**src/rtl/ser_pkg.sv**
```systemverilog
package ser_pkg;
  localparam int ADDR_W    = 5;
  localparam int DATA_BITS = 8;
  localparam int FRAME_LEN = DATA_BITS + 2;

  // word index = bus_addr[4:2]
  localparam logic [2:0] W_DATA  = 3'd0;
  localparam logic [2:0] W_STAT  = 3'd1;
  localparam logic [2:0] W_CTRL  = 3'd2;
  localparam logic [2:0] W_FLAG  = 3'd3;
  localparam logic [2:0] W_DIV   = 3'd4;

  // control bits
  localparam int C_TX_ON   = 0;
  localparam int C_RX_ON   = 1;
  localparam int C_TX_IE   = 2;
  localparam int C_RX_IE   = 3;
  localparam int C_TXO_IE  = 4;
  localparam int C_RXO_IE  = 5;
  localparam int CTRL_W    = 6;

  // flag bits (status uses the same positions for the overrun pair)
  localparam int F_TX  = 0;
  localparam int F_RX  = 1;
  localparam int F_TXO = 2;
  localparam int F_RXO = 3;
  localparam int FLAG_W = 4;

  typedef enum logic [1:0] {RXS_IDLE, RXS_START, RXS_BITS, RXS_STOP} rx_state_t;
endpackage

```
**src/rtl/ser_tx.sv**
```systemverilog
module ser_tx import ser_pkg::*; #(
  parameter int DIV_W = 21
) (
  input  logic                 clk,
  input  logic                 rst_n,
  input  logic [DIV_W-1:0]     div,
  input  logic                 load,
  input  logic [DATA_BITS-1:0] load_byte,
  output logic                 busy,
  output logic                 txd
);
  localparam int CNT_W = $clog2(FRAME_LEN + 1);
  localparam logic [CNT_W-1:0] FRAME_CNT = CNT_W'(FRAME_LEN);

  logic [FRAME_LEN-1:0] shift_q;
  logic [CNT_W-1:0]     left_q;
  logic [DIV_W-1:0]     tick_q;

  assign busy = (left_q != '0);
  assign txd  = busy ? shift_q[0] : 1'b1;

  always_ff @(posedge clk or negedge rst_n) begin
    if (!rst_n) begin
      shift_q <= '1;
      left_q  <= '0;
      tick_q  <= '0;
    end else if (load) begin
      shift_q <= {1'b1, load_byte, 1'b0};
      left_q  <= FRAME_CNT;
      tick_q  <= div - 1'b1;
    end else if (busy) begin
      if (tick_q == '0) begin
        shift_q <= {1'b1, shift_q[FRAME_LEN-1:1]};
        left_q  <= left_q - 1'b1;
        tick_q  <= div - 1'b1;
      end else begin
        tick_q  <= tick_q - 1'b1;
      end
    end
  end
endmodule

```
**src/rtl/ser_rx.sv**
```systemverilog
module ser_rx import ser_pkg::*; #(
  parameter int DIV_W = 21,
  parameter int SYNC  = 2
) (
  input  logic                 clk,
  input  logic                 rst_n,
  input  logic                 enable,
  input  logic [DIV_W-1:0]     div,
  input  logic                 rxd,
  output logic                 byte_valid,
  output logic [DATA_BITS-1:0] byte_out
);
  localparam int IDX_W = $clog2(DATA_BITS);
  localparam logic [IDX_W-1:0] LAST_IDX = IDX_W'(DATA_BITS - 1);

  logic [SYNC-1:0]      sync_q;
  logic                 line, prev_q;
  rx_state_t            st_q;
  logic [DIV_W-1:0]     tick_q;
  logic [IDX_W-1:0]     idx_q;
  logic [DATA_BITS-1:0] sh_q;
  logic                 valid_q;

  assign line       = sync_q[SYNC-1];
  assign byte_valid = valid_q;
  assign byte_out   = sh_q;

  always_ff @(posedge clk or negedge rst_n) begin
    if (!rst_n) begin
      sync_q <= '1;
      prev_q <= 1'b1;
    end else begin
      sync_q <= {sync_q[SYNC-2:0], rxd};
      prev_q <= line;
    end
  end

  always_ff @(posedge clk or negedge rst_n) begin
    if (!rst_n) begin
      st_q    <= RXS_IDLE;
      tick_q  <= '0;
      idx_q   <= '0;
      sh_q    <= '0;
      valid_q <= 1'b0;
    end else begin
      valid_q <= 1'b0;
      unique case (st_q)
        RXS_IDLE: begin
          if (enable && prev_q && !line) begin
            st_q   <= RXS_START;
            tick_q <= (div >> 1) - 1'b1;
          end
        end
        RXS_START: begin
          if (tick_q == '0) begin
            if (!line) begin
              st_q   <= RXS_BITS;
              tick_q <= div - 1'b1;
              idx_q  <= '0;
            end else begin
              st_q   <= RXS_IDLE;
            end
          end else begin
            tick_q <= tick_q - 1'b1;
          end
        end
        RXS_BITS: begin
          if (tick_q == '0) begin
            sh_q   <= {line, sh_q[DATA_BITS-1:1]};
            tick_q <= div - 1'b1;
            idx_q  <= idx_q + 1'b1;
            if (idx_q == LAST_IDX) st_q <= RXS_STOP;
          end else begin
            tick_q <= tick_q - 1'b1;
          end
        end
        RXS_STOP: begin
          if (tick_q == '0) begin
            valid_q <= 1'b1;
            st_q    <= RXS_IDLE;
          end else begin
            tick_q <= tick_q - 1'b1;
          end
        end
        default: st_q <= RXS_IDLE;
      endcase
    end
  end
endmodule

```
**src/rtl/ser_regs.sv**
```systemverilog
module ser_regs import ser_pkg::*; #(
  parameter int DIV_W = 21,
  parameter int DW    = 32,
  parameter int DIV_RESET = 16
) (
  input  logic                 clk,
  input  logic                 rst_n,
  input  logic                 bus_sel,
  input  logic                 bus_wen,
  input  logic [ADDR_W-1:0]    bus_addr,
  input  logic [DW-1:0]        bus_wdata,
  output logic [DW-1:0]        bus_rdata,
  input  logic                 tx_busy,
  output logic                 tx_load,
  output logic [DATA_BITS-1:0] tx_byte,
  input  logic                 rx_valid,
  input  logic [DATA_BITS-1:0] rx_byte,
  output logic [CTRL_W-1:0]    ctrl,
  output logic [DIV_W-1:0]     div,
  output logic [FLAG_W-1:0]    flags,
  output logic                 tx_full,
  output logic                 rx_full,
  output logic                 tx_irq,
  output logic                 rx_irq,
  output logic                 ovr_irq
);
  logic [2:0]           widx;
  logic                 wr, rd, wr_data, rd_data, wr_ctrl, wr_flag, wr_div;
  logic [CTRL_W-1:0]    ctrl_q;
  logic [DIV_W-1:0]     div_q;
  logic [FLAG_W-1:0]    flag_q, flag_set, flag_clr;
  logic                 txf_q, rxf_q, rxf_after_rd;
  logic [DATA_BITS-1:0] txh_q, rxh_q;
  logic [DW-1:0]        rdata_q, rdata_d;
  logic                 unused_bits;

  assign unused_bits = ^{bus_wdata[DW-1:DIV_W], bus_addr[1:0]};

  assign widx    = bus_addr[4:2];
  assign wr      = bus_sel & bus_wen;
  assign rd      = bus_sel & ~bus_wen;
  assign wr_data = wr && (widx == W_DATA);
  assign rd_data = rd && (widx == W_DATA);
  assign wr_ctrl = wr && (widx == W_CTRL);
  assign wr_flag = wr && (widx == W_FLAG);
  assign wr_div  = wr && (widx == W_DIV);

  assign tx_load      = ~tx_busy & txf_q & ctrl_q[C_TX_ON];
  assign rxf_after_rd = rxf_q & ~rd_data;

  always_comb begin
    flag_set         = '0;
    flag_set[F_TX]   = tx_load;
    flag_set[F_RX]   = rx_valid & ~rxf_after_rd;
    flag_set[F_TXO]  = wr_data & txf_q;
    flag_set[F_RXO]  = rx_valid & rxf_after_rd;
    flag_clr         = wr_flag ? bus_wdata[FLAG_W-1:0] : '0;
  end

  always_ff @(posedge clk or negedge rst_n) begin
    if (!rst_n) begin
      ctrl_q <= '0;
      div_q  <= DIV_W'(DIV_RESET);
      flag_q <= '0;
      txf_q  <= 1'b0;
      txh_q  <= '0;
      rxf_q  <= 1'b0;
      rxh_q  <= '0;
    end else begin
      if (wr_ctrl) ctrl_q <= bus_wdata[CTRL_W-1:0];
      if (wr_div)  div_q  <= bus_wdata[DIV_W-1:0];
      // a new event wins over a clear in the same cycle
      flag_q <= (flag_q & ~flag_clr) | flag_set;
      if (tx_load) begin
        txf_q <= 1'b0;
      end else if (wr_data && !txf_q) begin
        txf_q <= 1'b1;
        txh_q <= bus_wdata[DATA_BITS-1:0];
      end
      if (rx_valid && !rxf_after_rd) begin
        rxf_q <= 1'b1;
        rxh_q <= rx_byte;
      end else begin
        rxf_q <= rxf_after_rd;
      end
    end
  end

  always_comb begin
    rdata_d = '0;
    unique case (widx)
      W_DATA: rdata_d[DATA_BITS-1:0] = rxh_q;
      W_STAT: rdata_d[3:0] = {flag_q[F_RXO], flag_q[F_TXO], rxf_q, txf_q};
      W_CTRL: rdata_d[CTRL_W-1:0] = ctrl_q;
      W_FLAG: rdata_d[FLAG_W-1:0] = flag_q;
      W_DIV:  rdata_d[DIV_W-1:0] = div_q;
      default: rdata_d = '0;
    endcase
  end

  always_ff @(posedge clk or negedge rst_n) begin
    if (!rst_n)  rdata_q <= '0;
    else if (rd) rdata_q <= rdata_d;
  end

  assign bus_rdata = rdata_q;
  assign tx_byte   = txh_q;
  assign ctrl      = ctrl_q;
  assign div       = div_q;
  assign flags     = flag_q;
  assign tx_full   = txf_q;
  assign rx_full   = rxf_q;
  assign tx_irq    = flag_q[F_TX] & ctrl_q[C_TX_IE];
  assign rx_irq    = flag_q[F_RX] & ctrl_q[C_RX_IE];
  assign ovr_irq   = (flag_q[F_TXO] & ctrl_q[C_TXO_IE]) |
                     (flag_q[F_RXO] & ctrl_q[C_RXO_IE]);
endmodule

```
**src/rtl/serial_port_ctl.sv**
```systemverilog
module serial_port_ctl import ser_pkg::*; #(
  parameter int DIV_W       = 21,
  parameter int DW          = 32,
  parameter int SYNC_STAGES = 2
) (
  input  logic              clk,
  input  logic              rst_n,
  input  logic              bus_sel,
  input  logic              bus_wen,
  input  logic [ADDR_W-1:0] bus_addr,
  input  logic [DW-1:0]     bus_wdata,
  output logic [DW-1:0]     bus_rdata,
  output logic              txd,
  input  logic              rxd,
  output logic              tx_irq,
  output logic              rx_irq,
  output logic              ovr_irq
);
  localparam int MIN_DIV = 16;

  logic                 tx_busy, tx_load, rx_valid, tx_full, rx_full;
  logic [DATA_BITS-1:0] tx_byte, rx_byte;
  logic [CTRL_W-1:0]    ctrl;
  logic [DIV_W-1:0]     div;
  logic [FLAG_W-1:0]    flags;

  ser_regs #(.DIV_W(DIV_W), .DW(DW), .DIV_RESET(MIN_DIV)) u_regs (
    .clk(clk), .rst_n(rst_n),
    .bus_sel(bus_sel), .bus_wen(bus_wen), .bus_addr(bus_addr),
    .bus_wdata(bus_wdata), .bus_rdata(bus_rdata),
    .tx_busy(tx_busy), .tx_load(tx_load), .tx_byte(tx_byte),
    .rx_valid(rx_valid), .rx_byte(rx_byte),
    .ctrl(ctrl), .div(div), .flags(flags),
    .tx_full(tx_full), .rx_full(rx_full),
    .tx_irq(tx_irq), .rx_irq(rx_irq), .ovr_irq(ovr_irq)
  );

  ser_tx #(.DIV_W(DIV_W)) u_tx (
    .clk(clk), .rst_n(rst_n), .div(div),
    .load(tx_load), .load_byte(tx_byte),
    .busy(tx_busy), .txd(txd)
  );

  ser_rx #(.DIV_W(DIV_W), .SYNC(SYNC_STAGES)) u_rx (
    .clk(clk), .rst_n(rst_n), .enable(ctrl[C_RX_ON]), .div(div),
    .rxd(rxd), .byte_valid(rx_valid), .byte_out(rx_byte)
  );
endmodule

```
**config.mk**
```make
export PLATFORM = sky130hd
export DESIGN_NAME = serial_port_ctl
export DESIGN_NICKNAME = d
export VERILOG_FILES = /design/src/rtl/ser_pkg.sv /design/src/rtl/ser_tx.sv /design/src/rtl/ser_rx.sv /design/src/rtl/ser_regs.sv /design/src/rtl/serial_port_ctl.sv
export SDC_FILE = /design/constraint.sdc
export NUM_CORES = 1
export LEC_CHECK = 0
export ABC_CLOCK_PERIOD_IN_PS = 2200
export CAP_MARGIN = 25
export CORE_MARGIN = 3
export CORE_UTILIZATION = 31
export CTS_CLUSTER_SIZE = 12
export DETAILED_ROUTE_END_ITERATION = 8
export GPL_TIMING_DRIVEN = 1
export SLEW_MARGIN = 10
export SYNTH_ARGS = -nofsm -noshare
export SYNTH_HDL_FRONTEND = slang
export SYNTH_SLANG_ARGS = --single-unit
```
**constraint.sdc**
```tcl
create_clock -name clk -period 2.2 [get_ports clk]
set_input_delay 0.44 -clock clk [delete_from_list [all_inputs] [get_ports clk]]
set_output_delay 0.44 -clock clk [all_outputs]
set_load 0.05 [all_outputs]
```
# Word-level counts from Yosys, hierarchy flattened
# Cells that the tools add are included.
dict set report word_totals {
  register_bits 143
  inputBits 42
  word_cells 125
}
dict set report op_classes {
  add_sub_neg 6
  eq_ne 16
  muxes 37
  n_bitwise 21
  reduce_logical 27
}
# op count
set ops {}
lappend ops {{21-bit two-way mux} 8}
lappend ops {{21-bit one-hot mux with 4 select lines} 1}
lappend ops {{21-bit by 1-bit subtractor with 21-bit output, second input constant} 3}
lappend ops {{21-bit zero test} 2}
lappend ops {{10-bit two-way mux} 3}
lappend ops {{20-bit by 1-bit subtractor with 21-bit output, second input constant} 1}
lappend ops {{4-bit one-hot mux with 5 select lines} 1}
lappend ops {{4-bit two-way mux} 4}
lappend ops {{13-bit two-way mux} 1}
lappend ops {{1-bit bitwise AND} 12}
lappend ops {{2-bit two-way mux} 6}
lappend ops {{2-bit by 1-bit inequality test with 1-bit output, second input constant} 5}
lappend ops {{1-bit logical AND} 9}
lappend ops {{3-bit two-way mux} 3}
lappend ops {{2-bit one-hot mux with 4 select lines} 1}
lappend ops {{2-bit nonzero test} 4}
lappend ops {{3-bit by 2-bit equality test with 1-bit output, second input constant} 2}
lappend ops {{3-bit equality test, second input constant} 2}
lappend ops {{1-bit two-way mux} 6}
lappend ops {{2-bit one-hot mux with 3 select lines} 1}
lappend ops {{3-bit one-hot mux with 2 select lines} 1}
lappend ops {{2-bit AND reduction} 3}
lappend ops {{1-bit inverter} 5}
lappend ops {{5-bit AND reduction} 1}
lappend ops {{other kinds (18)} 22}

# Longest topological paths before layout
# Gate-level depths: netlist (run 1).
dict set report logic_depth {
  ltp_word 8
  depth_mapped 10
}

# Hierarchy
# From an unflattened synthesis (run 1), not the netlist that was laid out.
dict set report hier_totals {
  cells_unflattened 889
  hier_area_um2 8713.4
}
# module n_inst cells_each area_per_inst_um2
set by_module_without_submodules {}
lappend by_module_without_submodules {ser_rx 1 387 3238.1}
lappend by_module_without_submodules {ser_regs 1 232 3049.2}
lappend by_module_without_submodules {ser_tx 1 270 2426.1}

# Worst setup path after synthesis (run 1)
# OpenSTA, ideal clock, no wires.
dict set report synth_path {
  path_type {register to register}
  start {register u_regs.div_q[2], in the netlist u_regs.div[2]}
  end {register u_rx.tick_q[15]}
  setup_ns 0.121
  arrival_time_ns 2.157
  required_time_ns 2.079
  setup_slack_ns -0.078
  stages_incl_launch_ff 10
  period_less_slack_ns 2.278
  path_cell_list {dfrtp_1 > inv_1 > ha_1 > clkbuf_1 > a21boi_0 > nand4_1 > nor3_1 > xnor2_1 > o211ai_1 > a22o_1}
}
dict set report synth_between {
  elab_chain_cells 4
  word_cells_on_any_way 7
  cone_classes {add/sub (2); mux (5)}
}
# item line
set synth_lines {}
lappend synth_lines {{start, declared} ser_regs.sv:30} ;# logic [DIV_W-1:0] div_q;
lappend synth_lines {{start signal, assigned} ser_regs.sv:63} ;# div_q <= DIV_W'(DIV_RESET);
lappend synth_lines {{start signal, assigned} ser_regs.sv:71} ;# if (wr_div) div_q <= bus_wdata[DIV_W-1:0];
lappend synth_lines {{21-bit by 1-bit subtractor with 21-bit output} {ser_rx.sv:58, ser_rx.sv:70}}
lappend synth_lines {{21-bit two-way mux} ser_rx.sv:56} ;# if (!line) begin
lappend synth_lines {{21-bit two-way mux} ser_rx.sv:55} ;# if (tick_q == '0) begin
lappend synth_lines {{21-bit one-hot mux with 4 select lines *} ser_rx.sv:47} ;# unique case (st_q)
lappend synth_lines {{end signal, assigned} ser_rx.sv:51} ;# tick_q <= (div >> 1) - 1'b1;
lappend synth_lines {{end signal, assigned} ser_rx.sv:58} ;# tick_q <= div - 1'b1;
lappend synth_lines {{end signal, assigned} ser_rx.sv:70} ;# tick_q <= div - 1'b1;
lappend synth_lines {{end, declared} ser_rx.sv:19} ;# logic [DIV_W-1:0] tick_q;
# Mark *: on every way between the ends. The rest lies on a longest branch, timed or not. The select of a mux whose other input is x is not followed.
# A chain may end at the register's enable or synchronous reset.

# Worst setup path after layout (run 1)
dict set report layout_path {
  start {register u_rx.tick_q[0]}
  end {register u_rx.tick_q[3]}
}
dict set report layout_between {
  elab_chain_cells 3
  word_cells_on_any_way 9
  cone_classes {add/sub (1); eq/ne (2); mux (4); reduce/logical (2)}
}
# item line
set layout_lines {}
lappend layout_lines {{start signal, assigned} ser_rx.sv:51}
lappend layout_lines {{start signal, assigned} ser_rx.sv:58}
lappend layout_lines {{start signal, assigned} ser_rx.sv:64} ;# tick_q <= tick_q - 1'b1;
lappend layout_lines {{21-bit by 1-bit subtractor with 21-bit output / 21-bit zero test (equally long branches)} n/a}
lappend layout_lines {{21-bit two-way mux (tied with other cells)} ser_rx.sv:78} ;# if (tick_q == '0) begin
lappend layout_lines {{21-bit one-hot mux with 4 select lines / 3-bit AND reduction (equally long branches)} n/a}
# Several ways; a longest one is shown, not always the timed one. The select of a mux whose other input is x is not followed.

==> results of run 1 <==
## synthesized netlist by cell type (all sizes together) (3+ instances only)
cell	count	area (um^2)
ha	15	188
a22o	28	245
xor2	20	175
mux2i	9	90.1
o221ai	4	35.0
clkbuf	43	161
dfstp	13	342
o211ai	5	37.5
o21ai	65	325
dfrtp	129	3230
or4	6	56.3
nand2b	3	18.8
a31o	4	35.0
or2	4	25.0
nor4	21	159
nor2	67	251
a22oi	5	37.5
o22a	6	52.6
inv	23	86.3
a221oi	3	32.5
a21boi	3	26.3
nor3	28	161
nor2b	5	31.3
or3	11	68.8
and2	7	43.8
nand3	21	105
mux2	49	552
nand4	10	62.6
o21a	6	45.0
xnor2	27	236
o31ai	5	37.5
a31oi	20	125
a211oi	5	37.5
buf	22	156
a32o	5	50.1
nor4b	3	32.5
nand2	110	418
and3	8	50.1
a21oi	27	139
## registers in the layout, indices dropped and copies added (netlist names), 8 cells and up, named ones only
register / flops
u_regs.bus_rdata: 21
u_regs.div: 21
u_rx.tick_q: 21
u_tx.tick_q: 21
u_tx.shift_q: 9
u_regs.rxh_q: 8
u_regs.tx_byte: 8
u_rx.byte_out: 8
## report_power, final
group          internal, mW  switching (mW)  leakage, nW
combinational          3.27            3.78         2.75
sequential             3.42           0.698         1.79
clock                  1.66            1.33        0.301
total                  8.36            5.81         4.84
## stage by stage
step,power [mW],worst slack (ns)
after floorplan,7.64,-0.0366
after global placement,9.98,-0.113
after detailed placement,10.1,-0.171
after CTS,13.4,-0.0977
after global routing,15.0,-0.160
final,14.2,-0.113
## final timing paths
check                                                 from                                to  slack (ns)  cells after the start
worst min register to register    u_rx.sync_q[0]$_DFF_PN1_          u_rx.sync_q[1]$_DFF_PN1_        0.36                      0
min in group asynchronous                            rst_n  u_regs.bus_rdata[18]$_DFFE_PN0P_        0.52                      2
worst min-delay path              u_rx.sync_q[0]$_DFF_PN1_          u_rx.sync_q[1]$_DFF_PN1_        0.36                      0
worst max register to register  u_rx.tick_q[0]$_DFFE_PN0P_        u_rx.tick_q[3]$_DFFE_PN0P_       -0.11                      9
worst max-delay path            u_rx.tick_q[0]$_DFFE_PN0P_        u_rx.tick_q[3]$_DFFE_PN0P_       -0.11                      9
max in group asynchronous                            rst_n       u_regs.rxh_q[6]$_DFFE_PN0P_        1.04                      3
## layout make-up
type / count / area, um^2
fill: 2494 / 14300
multi-input combinational: 649 / 4610
sequential: 142 / 3570
timing repair buffer: 221 / 1910
clock buffer: 18 / 439
tap: 330 / 413
clock inverter: 14 / 166
inverter: 23 / 86.3
## placed cells by master, fill, tap and decap left out, types with 6 or more instances in the layout
cell type / n
nor3_1: 15
mux2_2: 49
inv_8: 6
dfrtp_1: 126
nor4_1: 15
a21oi_1: 20
a21oi_2: 7
inv_1: 19
clkbuf_16: 18
nor3_2: 11
nor2_1: 63
o21a_1: 6
and3_1: 6
buf_6: 13
o21ai_0: 51
xnor2_1: 26
or3_1: 10
mux2i_1: 9
ha_1: 11
nand2_1: 103
nand4_1: 10
clkdlybuf4s50_1: 48
nand3_1: 19
a31oi_1: 19
buf_4: 149
xor2_1: 18
a22o_1: 28
dfstp_2: 13
o21ai_1: 13
o22a_1: 6
conb_1: 11
and2_1: 6
## cells by family (layout without fill, tap and decap cells)
logic type / count (synthesis) / in the layout
AOI/OAI and AO/OA: 206 / 206
and+or+nand+nor: 312 / 312
xor gates and xnor gates: 47 / 47
adders and majority gates: 15 / 15
buffers and inverters: 88 / 276
DFF: 142 / 142
muxes: 58 / 58
other: 1 / 11
## routing by layer
metal | GRT usage (%) | vias up | part of all wire (%)
met5 | 0 | - | 0
met4 | 5.55 | 0 | 2.3
met3 | 2.44 | 38 | 5.2
met2 | 28.7 | 230 | 49
met1 | 23.2 | 3673 | 44
li1 | - | 3489 | -
## what timing repair did
action | in CTS | in global routing
hold endpoints to repair | 42 | 0
pin swaps | 18 | 36
endpoints found under the setup margin | 35 | 53
buffers inserted | 11 | 12
resized for setup | 42 | 70
gates cloned | 0 | 3
hold buffers | 1 | 0
## critical path, stage by stage, from the launching register on
cell     delay [ns]
dfrtp_1        0.38
inv_2          0.08
ha_4           0.12
or4b_4         0.50
nor3_4         0.24
and2_4         0.21
buf_6          0.12
a21oi_2        0.05
a221o_1        0.31
a22o_1         0.18
==> reports/qor.yml, run 1 <==
cts_tree: "yes"
cp-end-kind: "flip-flop"
num_io_pins: 78
wl_per_cell_um: 17.9
grt_max_degree: 51
clk_pin_slew_ns: 0.07
seq_area_frac_synth_pct: 43.7
synth.area.mux_share_pct: 7.86
finalCritPeriodShare_pct: 105
postPlaceCellArea_um2: 9950
violations: "negative setup slack"
ir_drop_uv: 628
setup_viol: 16
slew_violations: 0
die-area_um2: 28300
grt_pass1_wl_um: 38900
synth-simple-area-share_pct: 19.0
nNetsFinal: 1111
critPathMaxFanout: 5
ys_warn_count: 0
synthToLayoutAreaGrowth_pct: 37.2
htreeDepth: 4
dpl.hpwl_um: 18200
period_needed_ns: 2.31
fin_area_um2: 11200
core_area_um2: 25500
die_x_um: 168
fin_skew_ns: 0.0100
async_flop_share_pct: 100
wirelength_um: 25100
synth_edf_count: 0
fin_setup_tns_ns: -0.568
numClockSinks: 142
rsz0062_at_grt: "true"
outcome: "complete, but fails checks"
die_h_um: 168
fmax_mhz: 432
n_antenna_cell: 0
leakage_nw: 4.84
slew_headroom_pct: 54.0
hold_slack_ns: 0.356
antenna_found_initial: 0
synth_compound_area_share_pct: 17.1
grt_usage_pct: 17.2
synth_area_um2: 8160
fin_util_pct: 43.9
stdcell_count: 1397
power_density_nw_per_um2: 1260
synth-xor-area-share_pct: 5.04
grt-ovfl-total: 0
cts_max_path_buffers: 2
initial_core_util_pct: 32.0
vias_per_cell: 5.32
dp.cells: 1337
tightest_slew_ns: 0.687
drt-initial-drc-count: 601
cap_violations: 0
synth-adder-area-share_pct: 2.30
worstPathArrival_ns: 2.63
io_buffers: 53
cp-start-kind: "flip-flop"
insertion_delay_ns: 0.43
syn_area_per_cell_um2: 9.39
place_congestion: 0.929
root_buffer: "clkbuf_16"
crit_required_ns: 2.52
synthCells: 869
ys_ff_latch: 142
vias: 7430
crit_type: "flip-flop to flip-flop"
hold_path.class: "flip-flop to flip-flop"
drc: 0
dr.pass1.iters: 5
cts-buffers-inserted: 17
drive_above_1_share_pct: 33.2
hold_viol_final: 0
synth_ff_type: "dfrtp_1"
setup_slack_ns: -0.113
synth_top_family_by_area: "simple AND/OR/NAND/NOR gates"
grt_pass1_vias: 7120
drtAntennaViolNets: 0
num_rows: 58
synth_cell_types: 74
Power figures use the tool's default switching activity.
==> run 2: changes to the inputs <==
--- a/config.mk
+++ b/config.mk
@@ -6,7 +6,7 @@
 export NUM_CORES = 1
 export LEC_CHECK = 0
 export ABC_CLOCK_PERIOD_IN_PS = 2200
-export CAP_MARGIN = 25
+export CAP_MARGIN = 20
 export CORE_MARGIN = 3
 export CORE_UTILIZATION = 31
 export CTS_CLUSTER_SIZE = 12
==> run 2 against run 1 <==
  * The flow still finishes with violations (negative setup slack)
  * Highest routed layer unchanged
  * Critical path type unchanged
  * Global-route usage is the same
  * Critical path depth is the same
  * Clock-buffer cell count stayed put
==> reports/qor.yml, run 2 (synthesis results as in run 1) <==
grt_pass1_wl_um: 38900
fin_skew_ns: 0.00960
cpLargestDelayFamily: "simple AND/OR/NAND/NOR gates"
outcome: "complete, but fails checks"
power_density_nw_per_um2: 1260
die_h_um: 168
cts-buffers-inserted: 17
io_buffers: 53
clk_pin_slew_ns: 0.07
final_cell_mix: "buf_4 (148), dfrtp_1 (126), nand2_1 (103)"
tightest_slew_ns: 1.09
nNetsFinal: 1110
drc: 0
dr.pass1.iters: 5
finalCritPeriodShare_pct: 105
leakage_nw: 4.84
worstPathCellList: "inv_2 > ha_4 > or4b_4 > nor3_4 > and2_4 > buf_6 > a21oi_2 > a221o_1 > a22o_1"
crit_type: "flip-flop to flip-flop"
setup_viol: 15
core_area_um2: 25500
cp-start-kind: "flip-flop"
fmax_mhz: 431
period_needed_ns: 2.32
num_rows: 58
grt-ovfl-total: 0
root_buffer: "clkbuf_16"
cap_violations: 0
grt_max_degree: 51
critPathMaxFanout: 5
fin_util_pct: 43.8
insertion_delay_ns: 0.43
hold_path.class: "flip-flop to flip-flop"
drive_above_1_share_pct: 33.1
ir_drop_uv: 630
numClockSinks: 142
mostFrequentLayoutCell: "buf_4"
vias_per_cell: 5.33
htreeDepth: 4
wirelength_um: 25100
antenna_found_initial: 0
wl_per_cell_um: 18.0
slew_headroom_pct: 27.4
die-area_um2: 28300
setup_slack_ns: -0.119
cts_max_path_buffers: 2
dp_slack_ns: -0.171
slowest_delay_ns: 0.50
worstPathArrival_ns: 2.64
cts_tree: "yes"
n_antenna_cell: 0
dpl.hpwl_um: 18200
num_io_pins: 78
synthToLayoutAreaGrowth_pct: 37.1
drt-initial-drc-count: 605
grt_pass1_vias: 7120
slew_violations: 0
cp-end-kind: "flip-flop"
drtAntennaViolNets: 0
hold_viol_final: 0
initial_core_util_pct: 32.0
crit_required_ns: 2.52
die_x_um: 168
r2r_slack_ns: -0.12
rsz0062_at_grt: "true"
path_buf_inv: 2
cp_slowest_cell: "or4b_4"
violations: "negative setup slack"
place_congestion: 0.929
grt_usage_pct: 17.2
vias: 7439
==> run 2: cell types whose count changed in the layout (fill, tap and decap cells not counted) <==
cell,delta
buf_4,-1
==> run 2: worst paths after layout <==
path / to / startpoint / depth (start not counted)
worst min register to register: u_rx.sync_q[1]$_DFF_PN1_ / u_rx.sync_q[0]$_DFF_PN1_ / 0
max in group asynchronous: u_regs.rxh_q[6]$_DFFE_PN0P_ / rst_n / 3
min in group asynchronous: u_regs.bus_rdata[18]$_DFFE_PN0P_ / rst_n / 2
worst max-delay path: u_rx.tick_q[3]$_DFFE_PN0P_ / u_rx.tick_q[0]$_DFFE_PN0P_ / 9
worst max register to register: u_rx.tick_q[3]$_DFFE_PN0P_ / u_rx.tick_q[0]$_DFFE_PN0P_ / 9
worst min-delay path: u_rx.sync_q[1]$_DFF_PN1_ / u_rx.sync_q[0]$_DFF_PN1_ / 0
==> run 2: where the power goes <==
group / total, mW / switching [mW] / internal [mW]
Sequential: 4.12 / 0.699 / 3.42
Combinational: 7.04 / 3.77 / 3.27
Clock: 2.99 / 1.33 / 1.66
==> run 2: worst reg2reg max path: cells and delay by family (launching register included) <==
family | cells | cell delay (ns)
AO/OA/AOI/OAI | 3 | 0.54
adder cells (fa/ha/maj) | 1 | 0.12
AND/OR/NAND/NOR | 3 | 0.96
flip-flops | 1 | 0.38
buffers and inverters | 2 | 0.20
==> run 2: layout make-up <==
cell class                 instances  area [um^2]
tap                              330          413
inverter                          23         86.3
clock inverter                    14          166
fill                            2496        14300
timing repair buffer             220         1910
sequential                       142         3570
multi-input combinational        649         4610
clock buffer                      18          439
==> run 2: what timing repair did <==
action                                  in CTS  in global routing
endpoints found under the setup margin      35                 53
pin swaps                                   18                 36
setup buffers                               11                 12
hold endpoints to repair                    42                  0
hold buffers                                 1                  0
cloned                                       0                  3
resized for setup                           42                 70
==> run 2: stage by stage <==
stage | TNS, ns | total power [mW] | cells | cell area, um^2 | hold WS, ns
final | -0.590 | 14.2 | 1396 | 11200 | 0.356
after global routing | -2.20 | 15.0 | 1396 | 11200 | 0.365
after CTS | -0.424 | 13.4 | 1381 | 10800 | 0.356
after detailed placement | -4.68 | 10.1 | 1337 | 9950 | 0.347
after global placement | -3.08 | 9.98 | 1337 | 9950 | 0.347
after floorplan | -0.0780 | 7.64 | 879 | 8210 | 0.144
==> run 2: routing by layer <==
| metal | vias up | GRT usage, % | share of wire, % |
|---|---|---|---|
| li1 | 3487 | - | - |
| met1 | 3686 | 23.2 | 44 |
| met2 | 228 | 28.7 | 49 |
| met3 | 38 | 2.44 | 5.1 |
| met4 | 0 | 5.55 | 2.3 |
| met5 | - | 0 | 0 |
==> run 3: changes to the inputs <==
==> constraint.sdc (replaced) <==
create_clock -name clk -period 2.2 [get_ports clk]
set_input_delay 0.66 -clock clk [delete_from_list [all_inputs] [get_ports clk]]
set_output_delay 0.66 -clock clk [all_outputs]
set_load 0.05 [all_outputs]
==> run 3 against run 2 <==
  * The flow still finishes with violations (negative setup slack)
  * Worst hold slack got worse by 0.19 ns
  * Cell count up 1.2%
  * Sequential power barely moved
  * Critical endpoint is now txd
  * Largest cell class unchanged
  * Highest routed layer unchanged
==> reports/qor.yml, run 3 (synthesis results as in run 1) <==
grt_pass1_wl_um: 40700
mostFrequentLayoutCell: "buf_4"
place_congestion: 0.925
cts_max_path_buffers: 2
critPathMaxFanout: 3
cap_violations: 0
seqPwrFrac_pct: 28.1
fillCellCount: 2394
core_area_um2: 25500
num_io_pins: 78
worstPathArrival_ns: 1.67
root_buffer: "clkbuf_16"
die_x_um: 168
clk_pin_slew_ns: 0.07
initial_core_util_pct: 32.0
cts_hold_buf: 0
fin_util_pct: 44.6
final_cell_mix: "buf_4 (178), dfrtp_1 (127), nand2_1 (100)"
htreeDepth: 4
dpl.hpwl_um: 18700
fin_setup_tns_ns: -2.00
setup_viol: 23
leakage_nw: 4.95
slew_headroom_pct: 49.9
io_buffers: 53
synthToLayoutAreaGrowth_pct: 39.4
die-area_um2: 28300
wl_per_cell_um: 18.3
drive_above_1_share_pct: 36.7
hold_viol_final: 0
drc: 0
finalCritPeriodShare_pct: 106
period_needed_ns: 2.33
cp-start-kind: "flip-flop"
p_comb_share_pct: 51.9
vias_per_cell: 5.27
violations: "negative setup slack"
slew_violations: 0
cp-end-kind: "primary output"
drtAntennaViolNets: 0
antenna_found_initial: 0
grt_pass1_vias: 7458
power.total_mw: 14.6
grt_usage_pct: 18.1
fin_skew_ns: 0.0166
power_density_nw_per_um2: 1280
crit_type: "flip-flop to primary output"
p_int_mw: 8.47
switching_share_pct: 41.9
hold_path.class: "primary input to async pin"
vias: 7453
power_frac_clock_pct: 20.0
dr.pass1.iters: 5
setup_slack_ns: -0.132
nNetsFinal: 1127
num_rows: 58
rsz0062_at_grt: "true"
fin_area_um2: 11400
ir_drop_uv: 681
tightest_slew_ns: 0.748
drt-initial-drc-count: 706
numClockSinks: 142
power.switching_mw: 6.10
grt_max_degree: 49
fmax_mhz: 429
cts_tree: "yes"
die_h_um: 168
outcome: "complete, but fails checks"
grt-ovfl-total: 0
crit_required_ns: 1.54
wirelength_um: 25900
n_antenna_cell: 0
cts-buffers-inserted: 17
postPlaceCellArea_um2: 10000
insertion_delay_ns: 0.44
-- run 3: cell count changes in the layout (fill, tap and decap cells not counted), moves of 5 or more --
cell / change
buf_4: +30
buf_6: +8
clkdlybuf4s50_1: -21
nor2_4: +5
nor3_1: +7
nor3_2: -7
-- run 3: per-stage QoR --
stage / std cells / hold WS [ns] / worst slack [ns]
after detailed placement: 1355 / 0.353 / -0.348
after global routing: 1413 / 0.181 / -0.223
after CTS: 1406 / 0.172 / -0.137
after floorplan: 879 / 0.345 / -0.0366
final: 1413 / 0.168 / -0.132
after global placement: 1355 / 0.350 / -0.347
-- run 3: power by group through the flow --
stage	clock (mW)	sequential, mW	combinational (mW)
2_1_floorplan	0	4.06	3.58
3_3_place_gp	0	4.05	6.12
3_5_place_dp	0	4.08	6.18
4_1_cts	2.95	4.05	7.08
5_1_grt	3.07	4.18	8.10
6_report	2.91	4.10	7.56
-- run 3: final cells by class --
| type | count | area, um^2 | share of cell area, % |
|---|---|---|---|
| clock inverters | 15 | 168 | 1.47 |
| well taps | 330 | 413 | 3.63 |
| repair buffers | 237 | 2010 | 17.6 |
| multi-input cells | 649 | 4710 | 41.4 |
| flip-flops and latches | 142 | 3570 | 31.4 |
| inverters | 23 | 86.3 | 0.758 |
| clock buffers | 17 | 425 | 3.74 |
-- run 3: worst paths after layout --
path / startpoint / endpoint / slack, ns / depth (start not counted)
min in group clk: u_rx.sync_q[0]$_DFF_PN1_ / u_rx.sync_q[1]$_DFF_PN1_ / 0.36 / 0
max in group asynchronous: rst_n / u_rx.sync_q[0]$_DFF_PN1_ / 1.35 / 2
hold reg to reg: u_rx.sync_q[0]$_DFF_PN1_ / u_rx.sync_q[1]$_DFF_PN1_ / 0.36 / 0
setup / recovery: u_tx.left_q[0]$_DFFE_PN0P_ / txd / -0.13 / 5
setup reg to reg: u_rx.tick_q[1]$_DFFE_PN0P_ / u_rx.tick_q[4]$_DFFE_PN0P_ / -0.13 / 9
hold / removal: rst_n / u_regs.div[15]$_DFFE_PN0P_ / 0.17 / 1
-- run 3: critical path, cell delays in order, from the launching register on --
cell      delay, ns
dfrtp_1        0.40
inv_2          0.08
ha_4           0.13
or3b_4         0.40
nand2b_4       0.10
buf_12         0.13
-- run 3: per-layer routing --
layer	up-vias	wire length [um]	track usage (%)
li1	3510	-	-
met1	3637	11600	24.4
met2	241	12400	29.0
met3	65	1160	3.05
met4	0	714	7.19
met5	-	0	0
-- run 3: timing repair --
action                                  CTS  global route
pin swaps                                38            25
cloned                                    3             1
resized for setup                        98            47
buffers inserted                         16             6
endpoints found under the hold margin     0             0
endpoints found under the setup margin   37            63
